==> config.mk <==
export PLATFORM = sky130hd
export DESIGN_NAME = buck_gate_seq
export DESIGN_NICKNAME = d
export VERILOG_FILES = /design/src/rtl/buck_seq_pkg.sv /design/src/rtl/seq_level_timer.sv /design/src/rtl/seq_mode_ctrl.sv /design/src/rtl/seq_gate_interlock.sv /design/src/rtl/seq_thermal_flag.sv /design/src/rtl/buck_gate_seq.sv
export SDC_FILE = /design/constraint.sdc
export NUM_CORES = 1
export LEC_CHECK = 0
export BUFFER_PORTS_ARGS = -buffer_cell sky130_fd_sc_hd__buf_2
export CAP_MARGIN = 5
export CORE_MARGIN = 2
export CORE_UTILIZATION = 50
export DETAILED_ROUTE_END_ITERATION = 8
export GPL_TIMING_DRIVEN = 0
export PLACE_DENSITY = 0.75
export SLEW_MARGIN = 10
export SYNTH_ARGS = -nofsm -noshare
export SYNTH_HDL_FRONTEND = slang
export SYNTH_SLANG_ARGS = --single-unit
==> constraint.sdc <==
create_clock -name clk -period 1.3 [get_ports clk]
set_input_delay 0.065 -clock clk [delete_from_list [all_inputs] [get_ports clk]]
set_output_delay 0.065 -clock clk [all_outputs]
set_load 0.01 [all_outputs]
==> src/rtl/buck_seq_pkg.sv <==
package buck_seq_pkg;

  typedef enum logic [1:0] {
    LVL_LOW  = 2'b00,
    LVL_HIGH = 2'b01,
    LVL_MID  = 2'b10
  } lvl_e;

  typedef enum logic [1:0] {
    REQ_NONE = 2'b00,
    REQ_HS   = 2'b01,
    REQ_LS   = 2'b10
  } req_e;

  function automatic lvl_e decode_lvl(input logic [1:0] code);
    case (code)
      2'b00:   return LVL_LOW;
      2'b01:   return LVL_HIGH;
      default: return LVL_MID;
    endcase
  endfunction

endpackage

==> src/rtl/seq_level_timer.sv <==
module seq_level_timer #(
  parameter int LIMIT = 8
) (
  input  logic clk,
  input  logic rst,
  input  logic count_en,
  output logic done
);
  localparam int CW = (LIMIT > 0) ? $clog2(LIMIT + 1) : 1;
  localparam logic [CW-1:0] LIM = CW'(LIMIT);

  logic [CW-1:0] cnt;

  // counter resets whenever the watched level is absent
  always_ff @(posedge clk) begin
    if (rst || !count_en) begin
      cnt <= '0;
    end else if (cnt < LIM) begin
      cnt <= cnt + 1'b1;
    end
  end

  assign done = (cnt == LIM);
endmodule

==> src/rtl/seq_mode_ctrl.sv <==
module seq_mode_ctrl
  import buck_seq_pkg::*;
(
  input  logic clk,
  input  logic rst,
  input  lvl_e lvl,
  input  logic hold_done,
  input  logic blank_done,
  input  logic de_act,
  input  logic zc_flag,
  output logic want_hs,
  output logic want_ls
);
  req_e last_req;
  logic de_cut;
  logic ls_ok;

  assign ls_ok = !(de_act && de_cut);

  always_comb begin
    want_hs = 1'b0;
    want_ls = 1'b0;
    case (lvl)
      LVL_HIGH: want_hs = 1'b1;
      LVL_LOW:  want_ls = ls_ok;
      default: begin
        if (!hold_done) begin
          if (last_req == REQ_HS) begin
            want_hs = 1'b1;
          end else if (last_req == REQ_LS) begin
            want_ls = ls_ok;
          end
        end
      end
    endcase
  end

  always_ff @(posedge clk) begin
    if (rst) begin
      last_req <= REQ_NONE;
      de_cut   <= 1'b0;
    end else begin
      case (lvl)
        LVL_HIGH: begin
          last_req <= REQ_HS;
          de_cut   <= 1'b0;
        end
        LVL_LOW: begin
          last_req <= REQ_LS;
          if (de_act && blank_done && zc_flag) begin
            de_cut <= 1'b1;
          end
        end
        default: begin
          if (hold_done) begin
            last_req <= REQ_NONE;
          end
        end
      endcase
    end
  end
endmodule

==> src/rtl/seq_gate_interlock.sv <==
module seq_gate_interlock #(
  parameter int DEAD_CYC = 3
) (
  input  logic clk,
  input  logic rst,
  input  logic force_off,
  input  logic want_hs,
  input  logic want_ls,
  output logic hs_gate,
  output logic ls_gate
);
  localparam int CW = (DEAD_CYC > 1) ? $clog2(DEAD_CYC) : 1;
  localparam logic [CW-1:0] LIM = CW'(DEAD_CYC - 1);

  logic [CW-1:0] off_cnt;
  logic          gap_ok;
  logic          hs_n;
  logic          ls_n;

  assign gap_ok = !hs_gate && !ls_gate && (off_cnt >= LIM);

  always_comb begin
    hs_n = 1'b0;
    ls_n = 1'b0;
    if (!force_off) begin
      if (want_hs) begin
        hs_n = hs_gate | gap_ok;
      end else if (want_ls) begin
        ls_n = ls_gate | gap_ok;
      end
    end
  end

  always_ff @(posedge clk) begin
    if (rst) begin
      hs_gate <= 1'b0;
      ls_gate <= 1'b0;
      off_cnt <= '0;
    end else begin
      hs_gate <= hs_n;
      ls_gate <= ls_n;
      if (hs_gate || ls_gate) begin
        off_cnt <= '0;
      end else if (off_cnt < LIM) begin
        off_cnt <= off_cnt + 1'b1;
      end
    end
  end
endmodule

==> src/rtl/seq_thermal_flag.sv <==
module seq_thermal_flag #(
  parameter int TEMP_W   = 8,
  parameter int TEMP_SET = 160,
  parameter int TEMP_CLR = 135
) (
  input  logic              clk,
  input  logic              rst,
  input  logic [TEMP_W-1:0] temp_code,
  output logic              thw_n
);
  localparam logic [TEMP_W-1:0] SET_C = TEMP_W'(TEMP_SET);
  localparam logic [TEMP_W-1:0] CLR_C = TEMP_W'(TEMP_CLR);

  always_ff @(posedge clk) begin
    if (rst) begin
      thw_n <= 1'b1;
    end else if (temp_code > SET_C) begin
      thw_n <= 1'b0;
    end else if (temp_code < CLR_C) begin
      thw_n <= 1'b1;
    end
  end
endmodule

==> src/rtl/buck_gate_seq.sv <==
module buck_gate_seq
  import buck_seq_pkg::*;
#(
  parameter int DEAD_CYC  = 3,
  parameter int HOLD_CYC  = 8,
  parameter int BLANK_CYC = 5,
  parameter int TEMP_W    = 8,
  parameter int TEMP_SET  = 160,
  parameter int TEMP_CLR  = 135
) (
  input  logic              clk,
  input  logic              rst,
  input  logic [1:0]        pwm_cmd,
  input  logic              stage_on,
  input  logic              de_en_n,
  input  logic              zc_flag,
  input  logic              supply_low,
  input  logic [TEMP_W-1:0] temp_code,
  output logic              hs_gate,
  output logic              ls_gate,
  output logic              thw_n
);
  lvl_e lvl_q;
  logic hold_done;
  logic blank_done;
  logic want_hs;
  logic want_ls;
  logic force_off;

  always_ff @(posedge clk) begin
    if (rst) begin
      lvl_q <= LVL_MID;
    end else begin
      lvl_q <= decode_lvl(pwm_cmd);
    end
  end

  assign force_off = !stage_on || supply_low;

  seq_level_timer #(.LIMIT(HOLD_CYC)) u_hold (
    .clk      (clk),
    .rst      (rst),
    .count_en (lvl_q == LVL_MID),
    .done     (hold_done)
  );

  seq_level_timer #(.LIMIT(BLANK_CYC)) u_blank (
    .clk      (clk),
    .rst      (rst),
    .count_en (lvl_q == LVL_LOW),
    .done     (blank_done)
  );

  seq_mode_ctrl u_mode (
    .clk        (clk),
    .rst        (rst),
    .lvl        (lvl_q),
    .hold_done  (hold_done),
    .blank_done (blank_done),
    .de_act     (!de_en_n),
    .zc_flag    (zc_flag),
    .want_hs    (want_hs),
    .want_ls    (want_ls)
  );

  seq_gate_interlock #(.DEAD_CYC(DEAD_CYC)) u_lock (
    .clk       (clk),
    .rst       (rst),
    .force_off (force_off),
    .want_hs   (want_hs),
    .want_ls   (want_ls),
    .hs_gate   (hs_gate),
    .ls_gate   (ls_gate)
  );

  seq_thermal_flag #(
    .TEMP_W   (TEMP_W),
    .TEMP_SET (TEMP_SET),
    .TEMP_CLR (TEMP_CLR)
  ) u_therm (
    .clk       (clk),
    .rst       (rst),
    .temp_code (temp_code),
    .thw_n     (thw_n)
  );
endmodule

Word level (Yosys, flattened, before mapping)
Index checks and enable logic that the tools add are counted.
- bits in registers: 17
- bits of input ports: 16
- output and inout port bits: 3
- multiplexer cells: 14
- bitwise logic cells: 4
- eq/ne operators: 8
- reduce and logical (&&, ||, !) cells: 25
- $add $sub $neg: 3
- order comparisons: 6
- operators with widths (operator ; count):
    greater-than comparator 8 bit (second input constant) ; 1
    less-than comparator 8 bit (second input constant) ; 1
    2-to-1 mux 1 bit ; 8
    one-hot mux 2 bit (2 select lines) ; 2
    logical NOT 1 bit ; 7
    equality test 2 x 1 -> 1 bit (second input constant) ; 3
    one-hot mux 1 bit (2 select lines) ; 3
    logical AND 1 bit ; 5
    adder 4 x 1 -> 4 bit (second input constant) ; 1
    equality test 2 bit (second input constant) ; 2
    equality test 4 bit (second input constant) ; 1
    logical NOT 2 bit ; 2
    logical OR 1 bit ; 4
    less-than comparator 4 bit (second input constant) ; 1
    nonzero test 2 bit ; 2
    OR reduction 4 bit ; 1
    adder 3 x 1 -> 3 bit (second input constant) ; 1
    equality test 3 bit (second input constant) ; 1
    less-than comparator 3 bit (second input constant) ; 1
    nonzero test 3 bit ; 1
    OR reduction 3 bit ; 1
    adder 2 x 1 -> 2 bit (second input constant) ; 1
    >= comparator 2 bit (second input constant) ; 1
    less-than comparator 2 bit (second input constant) ; 1
    other kinds (6) ; 8

Depth between registers and ports, before layout
Gate-level depths: netlist of the first run.
- depth in word-level cells: 9
- gate-level depth with buffers: 5

Hierarchy
Synthesis of the first run repeated with hierarchy kept, for this count alone.
- cells, all modules: 84
- area total of the unflattened synthesis: 819.5 µm²
- by module, submodules not included (module ; area each (µm²) ; sequential area each (µm²) ; instances ; cells each):
    seq_level_timer at u_hold ; 186.4 ; 80.1 ; 1 ; 19
    seq_gate_interlock ; 172.7 ; 80.1 ; 1 ; 16
    seq_level_timer at u_blank ; 172.7 ; 60.1 ; 1 ; 17
    seq_mode_ctrl ; 145.1 ; 60.1 ; 1 ; 15
    buck_gate_seq ; 73.8 ; 40.0 ; 1 ; 8
    seq_thermal_flag ; 68.8 ; 20.0 ; 1 ; 9

Least setup slack after synthesis of the first run
No wires, ideal clock.
- path type: reg2reg
- start: reg u_hold.cnt[0]
- end: reg u_lock.hs_gate
- clock period less this slack: 1.103 ns
- stages on the path, launching flop included: 6
- path buffers: 0
- data required time: 1.181 ns
- setup slack: 0.197 ns
- data arrival time: 0.984 ns
- cell sequence: dfxtp_1 inv_1 ha_1 nand3b_1 and4b_1 o221a_1
- cells in the longest elaborated chain, start to end: 5
- RTL lines (item ; RTL line ; text):
    start, declared ; seq_level_timer.sv:12 ; logic [CW-1:0] cnt;
    start signal, assigned ; seq_level_timer.sv:19 ; cnt <= cnt + 1'b1;
    equality test 4 bit ; seq_level_timer.sv:23 ; assign done = (cnt == LIM);
    2-to-1 mux 1 bit ; seq_mode_ctrl.sv:27 ; if (!hold_done) begin
    one-hot mux 1 bit (2 select lines) ; seq_mode_ctrl.sv:23 ; case (lvl)
    inverter 1 bit (no source line) ; -- ;
    OR reduction 3 bit (no source line) ; -- ;
    end signal, assigned ; seq_gate_interlock.sv:40 ; hs_gate <= hs_n;
    end, declared ; seq_gate_interlock.sv:9 ; output logic hs_gate,
Every way passes these cells.
A chain may end at the register's enable or synchronous reset.

Worst setup path in the final report of the first run
Ends and elaborated chain as after synthesis.

==> results.toml, run 1 <==
[pwr]
vdd_drop_max_mv = 0.762
p_leak_nw = 0.406
p_per_area_mw_per_mm2 = 1190
p_total_mw = 1.10

[cells_and_area]
num_antenna_cells = 0
utilization_pct = 63.1
synthToLayoutAreaGrowth_pct = 19.9
drive_gt1_share_pct = 25.9
fin_nets = 130

[route]
first_iter_violations = 16
wl_per_cell_um = 10.8
routed_wirelength_um = 1340
vias_per_cell = 5.31
antenna_left = 0
num_vias = 658
drt_first_pass_iters = 4
post-route-drc-count = 0

[die]
row_count = 14
start_util_pct = 52.6
pin_count = 19
dieHeight_um = 43.4
die_w_um = 43.4
dieArea_mm2 = 0.00188
coreArea_mm2 = 0.00147

[worst_setup_path]
crit_path_end_kind = "register"
rr_worst_depth = 5
crit_fanout = 4
crit_path_start_kind = "register"
worst_ep_arrival_time_ps = 1440
critPathKind = "register to register"
critPathRequiredTime_ps = 1540

[logic_synthesis]
synth_seq_cells = 17
syn_inst = 85
yosysWarnings = 0
synth-edff-count = 0
synth_nets = 106
syn_area_um2 = 774
yosysSeqAreaShare_pct = 43.9
netlist.area_leader.share_pct = 43.9
synthTopCellsByCount = "dfxtp_1, nor2_1, a21oi_1, inv_1, ha_1"
synthFlopType = "dfxtp_1"
synth_area_leaders = "dfxtp_1, ha_1, nor2_1"
async_flop_share_pct = 0
synth_most_common_cell = "dfxtp_1"
avgSynthCellArea_um2 = 9.11
yosysTopAreaCell = "dfxtp_1"
synthDistinctLibCells = 31

[clock_tree]
clk_pin_slew_worst_paths_ps = 110
cts-buffers-inserted = 3
cts_tree = "yes"
clk_path_buf_depth = 2
cts_sinks = 17
clockRootBuffer = "clkbuf_4"
h-tree-depth = 1
clock_latency_ps = 290
cts_setup_buffers = 0

[placed_design]
portBuffers = 17
dp_slack_ps = 94.5
place.gp.congestion = 0.712
dp_hpwl_um = 1050

[sta]
final_hold_viol_count = 0
post-route-min-period_ps = 1200
relSlewSlack_pct = 77.3
tightest_slew_ps = 331
tns_ps = 0
grt_setup_unrepaired = "false"
slew_viol_final = 0
max_freq_mhz = 831
setup_viol = 0
fin_crit_sh_pct = 92.6
fin_worst_skew_ps = 7.79
worst_slack_ps = 95.9

[grt]
grt_max_degree = 11
grt_overflow = 0
antenna_found_initial = 0
track_usage_pct = 16.6
grt_pass1_vias = 616
grt_pass1_wl_um = 2360

[worst_hold_path]
hold_path_class = "input port to register"
whs_path_depth = 4

[run_status]
status = "completed"

[flow_run]
drv_cap = 0
## repair_timing
item / 4_1_cts / 5_1_grt
endpoints found under the hold margin: 2 / 0
setup endpoints to repair: 0 / 1
resized for setup: 0 / 1
hold buffers: 2 / 0
## layer usage
metal	wire, µm	GRT usage [%]
met4	9	9.09
met3	35	2.50
met1	621	19.9
met2	677	28.4
met5	0	0
## logic make-up (layout without fill, tap and decap cells)
logic type | Yosys count | count (layout) | share of synthesized area [%]
and+or+nand+nor | 35 | 35 | 25.4
AOI/OAI and AO/OA | 17 | 17 | 14.4
DFF | 17 | 17 | 43.9
buffers and inverters | 7 | 30 | 3.55
adders and majority gates | 5 | 5 | 8.08
xor gates and xnor gates | 3 | 3 | 3.39
muxes | 1 | 1 | 1.29
## worst max-delay path, stage by stage, from the launching register on
cell and delay (ps):
dfxtp_1 390, inv_1 60, ha_1 190, nand3b_1 120, and4b_1 220, o221a_1 180
## sequential cells by signal, summed over array words and instances, names as in the netlist
| name | count |
|---|---|
| lvl_q | 2 |
| u_blank.cnt | 3 |
| u_hold.cnt | 4 |
| u_lock.hs_gate | 1 |
| u_lock.ls_gate | 1 |
| u_lock.off_cnt | 2 |
| u_mode.de_cut | 1 |
| u_mode.last_req | 2 |
| u_therm.thw_n | 1 |
## power by group
group / internal [mW] / switching [mW] / total, mW / leakage, nW
Sequential: 0.569 / 0.0446 / 0.614 / 0.139
Combinational: 0.112 / 0.0952 / 0.208 / 0.249
Clock: 0.114 / 0.167 / 0.281 / 0.0177
Total: 0.796 / 0.307 / 1.10 / 0.406
## layout by cell type (no fill, tap or decap), types with 2 or more instances in the layout
cell	Yosys	final
a31oi_1	3	3
dlygate4sd3_1	0	2
nand3_1	2	2
dfxtp_1	17	16
xor2_1	2	2
nor2_1	15	15
nor2b_1	3	3
o21ai_0	2	2
nand2_1	2	2
buf_2	1	18
inv_1	6	6
ha_1	5	5
clkbuf_4	0	3
nor3_1	3	3
a21oi_1	6	6
## stage by stage
stage               cell area [µm²]  instances  hold slack (ps)
floorplan                       774         85              176
global placement                880        118              265
detailed placement              880        118              269
CTS                             927        124             45.0
global route                    928        124             45.7
finish                          928        124             44.4
## final cells by class
| cell class | instances | area (µm²) |
|---|---|---|
| fill | 144 | 543 |
| multi-input combinational | 61 | 407 |
| sequential | 17 | 342 |
| timing repair buffer | 19 | 105 |
| clock buffer | 3 | 22.5 |
| inverter | 6 | 22.5 |
| tap | 16 | 20.0 |
| clock inverter | 1 | 5.00 |
| buffer | 1 | 5.00 |
## final timing paths
kind                                                 start                        endpoint  slack [ps]
worst max-delay path            u_hold.cnt[0]$_SDFFE_PP0N_       u_lock.hs_gate$_SDFF_PP0_         100
worst min-delay path                            supply_low       u_lock.ls_gate$_SDFF_PP0_          40
worst max register to register  u_hold.cnt[0]$_SDFFE_PP0N_       u_lock.hs_gate$_SDFF_PP0_         100
worst min register to register   u_lock.ls_gate$_SDFF_PP0_  u_lock.off_cnt[0]$_SDFFE_PP0N_         510
No activity file was read; power rests on OpenSTA's default activity.
==> run 2: changes to the inputs <==
==> constraint.sdc (replaced) <==
create_clock -name clk -period 1.3 [get_ports clk]
set_input_delay 0.26 -clock clk [delete_from_list [all_inputs] [get_ports clk]]
set_output_delay 0.26 -clock clk [all_outputs]
set_load 0.01 [all_outputs]
==> results.toml, run 2 (synthesized netlist as in run 1, its figures left out) <==
[grt]
antenna_found_initial = 0
grt_pass1_wl_um = 2330
grt_max_degree = 11
grt_pass1_vias = 604
track_usage_pct = 16.4
grt_overflow = 0

[pwr]
p_leak_nw = 0.397
vdd_drop_max_mv = 0.762
p_per_area_mw_per_mm2 = 1210

[sta]
final_hold_viol_count = 0
relSlewSlack_pct = 77.3
max_freq_mhz = 831
worst_slack_ps = 96.1
post-route-min-period_ps = 1200
fin_worst_skew_ps = 7.94
setup_viol = 0
fin_crit_sh_pct = 92.6
grt_setup_unrepaired = "false"
tightest_slew_ps = 331
slew_viol_final = 0
tns_ps = 0

[route]
drt_first_pass_iters = 4
wl_per_cell_um = 11.0
routed_wirelength_um = 1340
antenna_left = 0
post-route-drc-count = 0
vias_per_cell = 5.33
num_vias = 650
first_iter_violations = 16

[die]
coreArea_mm2 = 0.00147
dieHeight_um = 43.4
dieArea_mm2 = 0.00188
pin_count = 19
die_w_um = 43.4
row_count = 14
start_util_pct = 52.6

[cells_and_area]
reg_top3 = "u_hold.cnt: 4 flops, u_blank.cnt: 3 flops"
fillCellCount = 146
fin_nets = 128
synthToLayoutAreaGrowth_pct = 17.3
utilization_pct = 61.7
final_cell_mix = "buf_2, dfxtp_1, nor2_1, inv_1, a21oi_1"
top_register = "u_hold.cnt"
num_antenna_cells = 0
multi_input_area_um2 = 407
largest_reg_flops = 4
final_common_cell = "buf_2"
regArea_um2 = 342
drive_gt1_share_pct = 26.4

[clock_tree]
clk_pin_slew_worst_paths_ps = 110
cts_sinks = 17
clock_latency_ps = 290
cts-buffers-inserted = 3
cts_setup_buffers = 0
clockRootBuffer = "clkbuf_4"
cts_tree = "yes"
clk_path_buf_depth = 2
h-tree-depth = 1

[placed_design]
place.gp.congestion = 0.712
dp_slack_ps = 94.5
portBuffers = 17
dp_hpwl_um = 1050

[worst_setup_path]
max_stage_delay_ps = 390
path_cells = "inv_1, ha_1, nand3b_1, and4b_1, o221a_1"
critPathKind = "register to register"
crit_path_end_kind = "register"
crit_fanout = 4
worst_ep_arrival_time_ps = 1440
critPathRequiredTime_ps = 1540
slowest_stage = "dfxtp_1"
crit_path_start_kind = "register"

[worst_hold_path]
hold_path_class = "input port to register"

[flow_run]
drv_cap = 0

[run_status]
status = "completed"
==> run 2: worst max-delay path: cells and delay by family, from the launching register on <==
family,cells,cell delay (ps)
flops,1,390
fa+ha+maj,1,190
compound gates,1,180
simple gates,2,340
buf+inv,1,60
==> run 2: routing by layer <==
metal	share of wire [%]	global-route usage, %
met1	46	19.9
met2	50	27.8
met3	2.8	2.50
met4	0.67	9.09
met5	0	0
==> run 2: area by class of cell <==
class,count,area share (%)
inverter,6,2.48
clock buffer,3,2.48
tap,16,2.20
multi-input combinational,61,44.8
sequential,17,37.6
buffer,1,0.551
clock inverter,1,0.551
timing repair buffer,17,9.37
==> run 2: timing repair <==
item | in CTS | in global routing
hold buffers | 0 | 0
endpoints found under the setup margin | 0 | 1
resized for setup | 0 | 1
==> run 2: through the flow <==
stage	instance area, µm²	cells	power, mW	hold slack [ps]
global placement	880	118	0.820	460
finish	908	122	1.10	161
detailed placement	880	118	0.834	464
floorplan	774	85	0.771	371
CTS	907	122	1.11	158
global route	908	122	1.17	164
==> run 2: final timing paths <==
kind              slack [ps]                        endpoint                        from  cells past startpoint
setup / recovery         100       u_lock.hs_gate$_SDFF_PP0_  u_hold.cnt[0]$_SDFFE_PP0N_                      5
hold / removal           160             lvl_q[1]$_SDFF_PP1_                  pwm_cmd[1]                      2
setup reg to reg         100       u_lock.hs_gate$_SDFF_PP0_  u_hold.cnt[0]$_SDFFE_PP0N_                      5
hold reg to reg          510  u_lock.off_cnt[0]$_SDFFE_PP0N_   u_lock.ls_gate$_SDFF_PP0_                      1
==> run 2: where the power goes <==
group          leakage (nW)  switching, mW  internal [mW]  total [mW]
logic                 0.240         0.0946          0.108       0.203
registers             0.139         0.0446          0.569       0.614
clock network        0.0177          0.167          0.114       0.282
total                 0.397          0.307          0.792        1.10
==> run 3: changes to the inputs <==
--- a/config.mk
+++ b/config.mk
@@ -5,13 +5,13 @@
 export SDC_FILE = /design/constraint.sdc
 export NUM_CORES = 1
 export LEC_CHECK = 0
-export BUFFER_PORTS_ARGS = -buffer_cell sky130_fd_sc_hd__buf_2
 export CAP_MARGIN = 5
 export CORE_MARGIN = 2
-export CORE_UTILIZATION = 50
+export CORE_UTILIZATION = 55
 export DETAILED_ROUTE_END_ITERATION = 8
+export DONT_BUFFER_PORTS = 1
 export GPL_TIMING_DRIVEN = 0
-export PLACE_DENSITY = 0.75
+export PLACE_DENSITY = 0.7
 export SLEW_MARGIN = 10
 export SYNTH_ARGS = -nofsm -noshare
 export SYNTH_HDL_FRONTEND = slang
==> results.toml, run 3 (synthesized netlist as in run 1, its figures left out) <==
[worst_setup_path]
r2r_end = "u_lock.hs_gate$_SDFF_PP0_"
path_buf_inv = 1
worst_ep_arrival_time_ps = 1440
critPathRequiredTime_ps = 1530
r2r_start = "u_hold.cnt[0]$_SDFFE_PP0N_"
critPathLaunch = "u_hold.cnt[0]$_SDFFE_PP0N_"
crit_path_end_kind = "register"
slowest_stage = "dfxtp_1"
crit_path_start_kind = "register"
critPathTopFamily = "flip-flops"
max_stage_delay_ps = 400
worst-path-stages = 5
cp-endpoint = "u_lock.hs_gate$_SDFF_PP0_"
critPathKind = "register to register"
ff2ff_setup_slack_ps = 90
path_cells = "inv_1, ha_1, nand3b_1, and4b_1, o221a_1"
rr_worst_depth = 5
crit_fanout = 4

[clock_tree]
clock_latency_ps = 280
clk_pin_slew_worst_paths_ps = 90
h-tree-depth = 1
cts-buffers-inserted = 3
cts_tree = "yes"
clockRootBuffer = "clkbuf_4"
post_cts_resized = 0
cts_setup_buffers = 0
clk_path_buf_depth = 2
cts_sinks = 17
ctsHoldBuffers = 0

[die]
die_w_um = 41.5
coreArea_mm2 = 0.00130
start_util_pct = 59.5
dieArea_mm2 = 0.00172
pin_count = 19
row_count = 13
dieHeight_um = 41.5

[sta]
fin_crit_sh_pct = 92.9
fin_worst_skew_ps = 0.786
grt_setup_unrepaired = "false"
tns_ps = 0
max_freq_mhz = 828
final_hold_viol_count = 0
post-route-min-period_ps = 1210
fin_hold_ws_ps = 77.7
tightest_slew_ps = 305
worst_slack_ps = 92.7
setup_viol = 0
slew_viol_final = 0
relSlewSlack_pct = 79.1

[grt]
grt_pass1_wl_um = 2190
grt_overflow = 0
grt_max_degree = 11
antenna_found_initial = 0
grt_pass1_vias = 566
track_usage_pct = 16.5

[route]
drt_first_pass_iters = 4
vias_per_cell = 5.71
post-route-drc-count = 0
wl_per_cell_um = 12.1
num_vias = 594
first_iter_violations = 19
routed_wirelength_um = 1260
antenna_left = 0

[pwr]
p_per_area_mw_per_mm2 = 1290
p_total_mw = 1.06
vdd_drop_max_mv = 0.869
p_leak_nw = 0.328

[cells_and_area]
final_cell_mix = "dfxtp_1, nor2_1, inv_1, a21oi_1, ha_1"
final_common_cell = "dfxtp_1"
largest_reg_flops = 4
fillCellCount = 118
top_register = "u_hold.cnt"
synthToLayoutAreaGrowth_pct = 6.62
num_antenna_cells = 0
reg_top3 = "u_hold.cnt: 4 flops, u_blank.cnt: 3 flops"
drive_gt1_share_pct = 12.4
fin_area_um2 = 826
fin_nets = 111

[run_status]
status = "completed"

[worst_hold_path]
hold_start = "pwm_cmd[0]"
hold_path_class = "input port to register"

[placed_design]
place.gp.congestion = 0.706
dp_hpwl_um = 979
portBuffers = 0
placed_cell_area_um2 = 793
dp_slack_ps = 101

[flow_run]
drv_cap = 0
[run 3: where the power goes]
group	switching [mW]	internal, mW	total (mW)
clock	0.149	0.119	0.268
combinational	0.0864	0.0944	0.181
sequential	0.0464	0.569	0.616
total	0.282	0.783	1.06
[run 3: area by class of cell]
class / count / area [µm²] / area share [%]
Buffer: 1 / 5.00 / 0.606
Clock buffer: 4 / 26.3 / 3.18
Inverter: 6 / 22.5 / 2.73
Multi-Input combinational cell: 61 / 412 / 49.8
Sequential cell: 17 / 342 / 41.4
Tap cell: 15 / 18.8 / 2.27
[run 3: metal layers]
layer | up-vias | wire, µm | global-route usage, %
met4 | 0 | 29 | 11.6
met2 | 18 | 579 | 27.5
met5 | - | 0 | 0
li1 | 307 | - | -
met3 | 4 | 54 | 4.35
met1 | 265 | 594 | 18.1
[run 3: stage by stage]
stage          util (%)  instances
3_3_place_gp       61.0        100
2_1_floorplan         -         85
6_report           63.5        104
4_1_cts            63.0        104
5_1_grt            63.5        104
3_5_place_dp       61.0        100
[run 3: worst min path at each step]
stage / endpoint / slack, ps / cells past startpoint
2_1_floorplan: lvl_q[0]$_SDFF_PP0_ / 370 / 2
3_3_place_gp: lvl_q[0]$_SDFF_PP0_ / 370 / 2
3_5_place_dp: lvl_q[0]$_SDFF_PP0_ / 380 / 2
4_1_cts: lvl_q[0]$_SDFF_PP0_ / 60 / 2
5_1_grt: lvl_q[0]$_SDFF_PP0_ / 70 / 2
6_report: lvl_q[0]$_SDFF_PP0_ / 80 / 2
[run 3: worst register-to-register path: cells and delay by family (launching register included)]
kind	cells	cell delay, ps
flops	1	400
simple gates	2	340
fa+ha+maj	1	190
compound gates	1	170
buf+inv	1	60
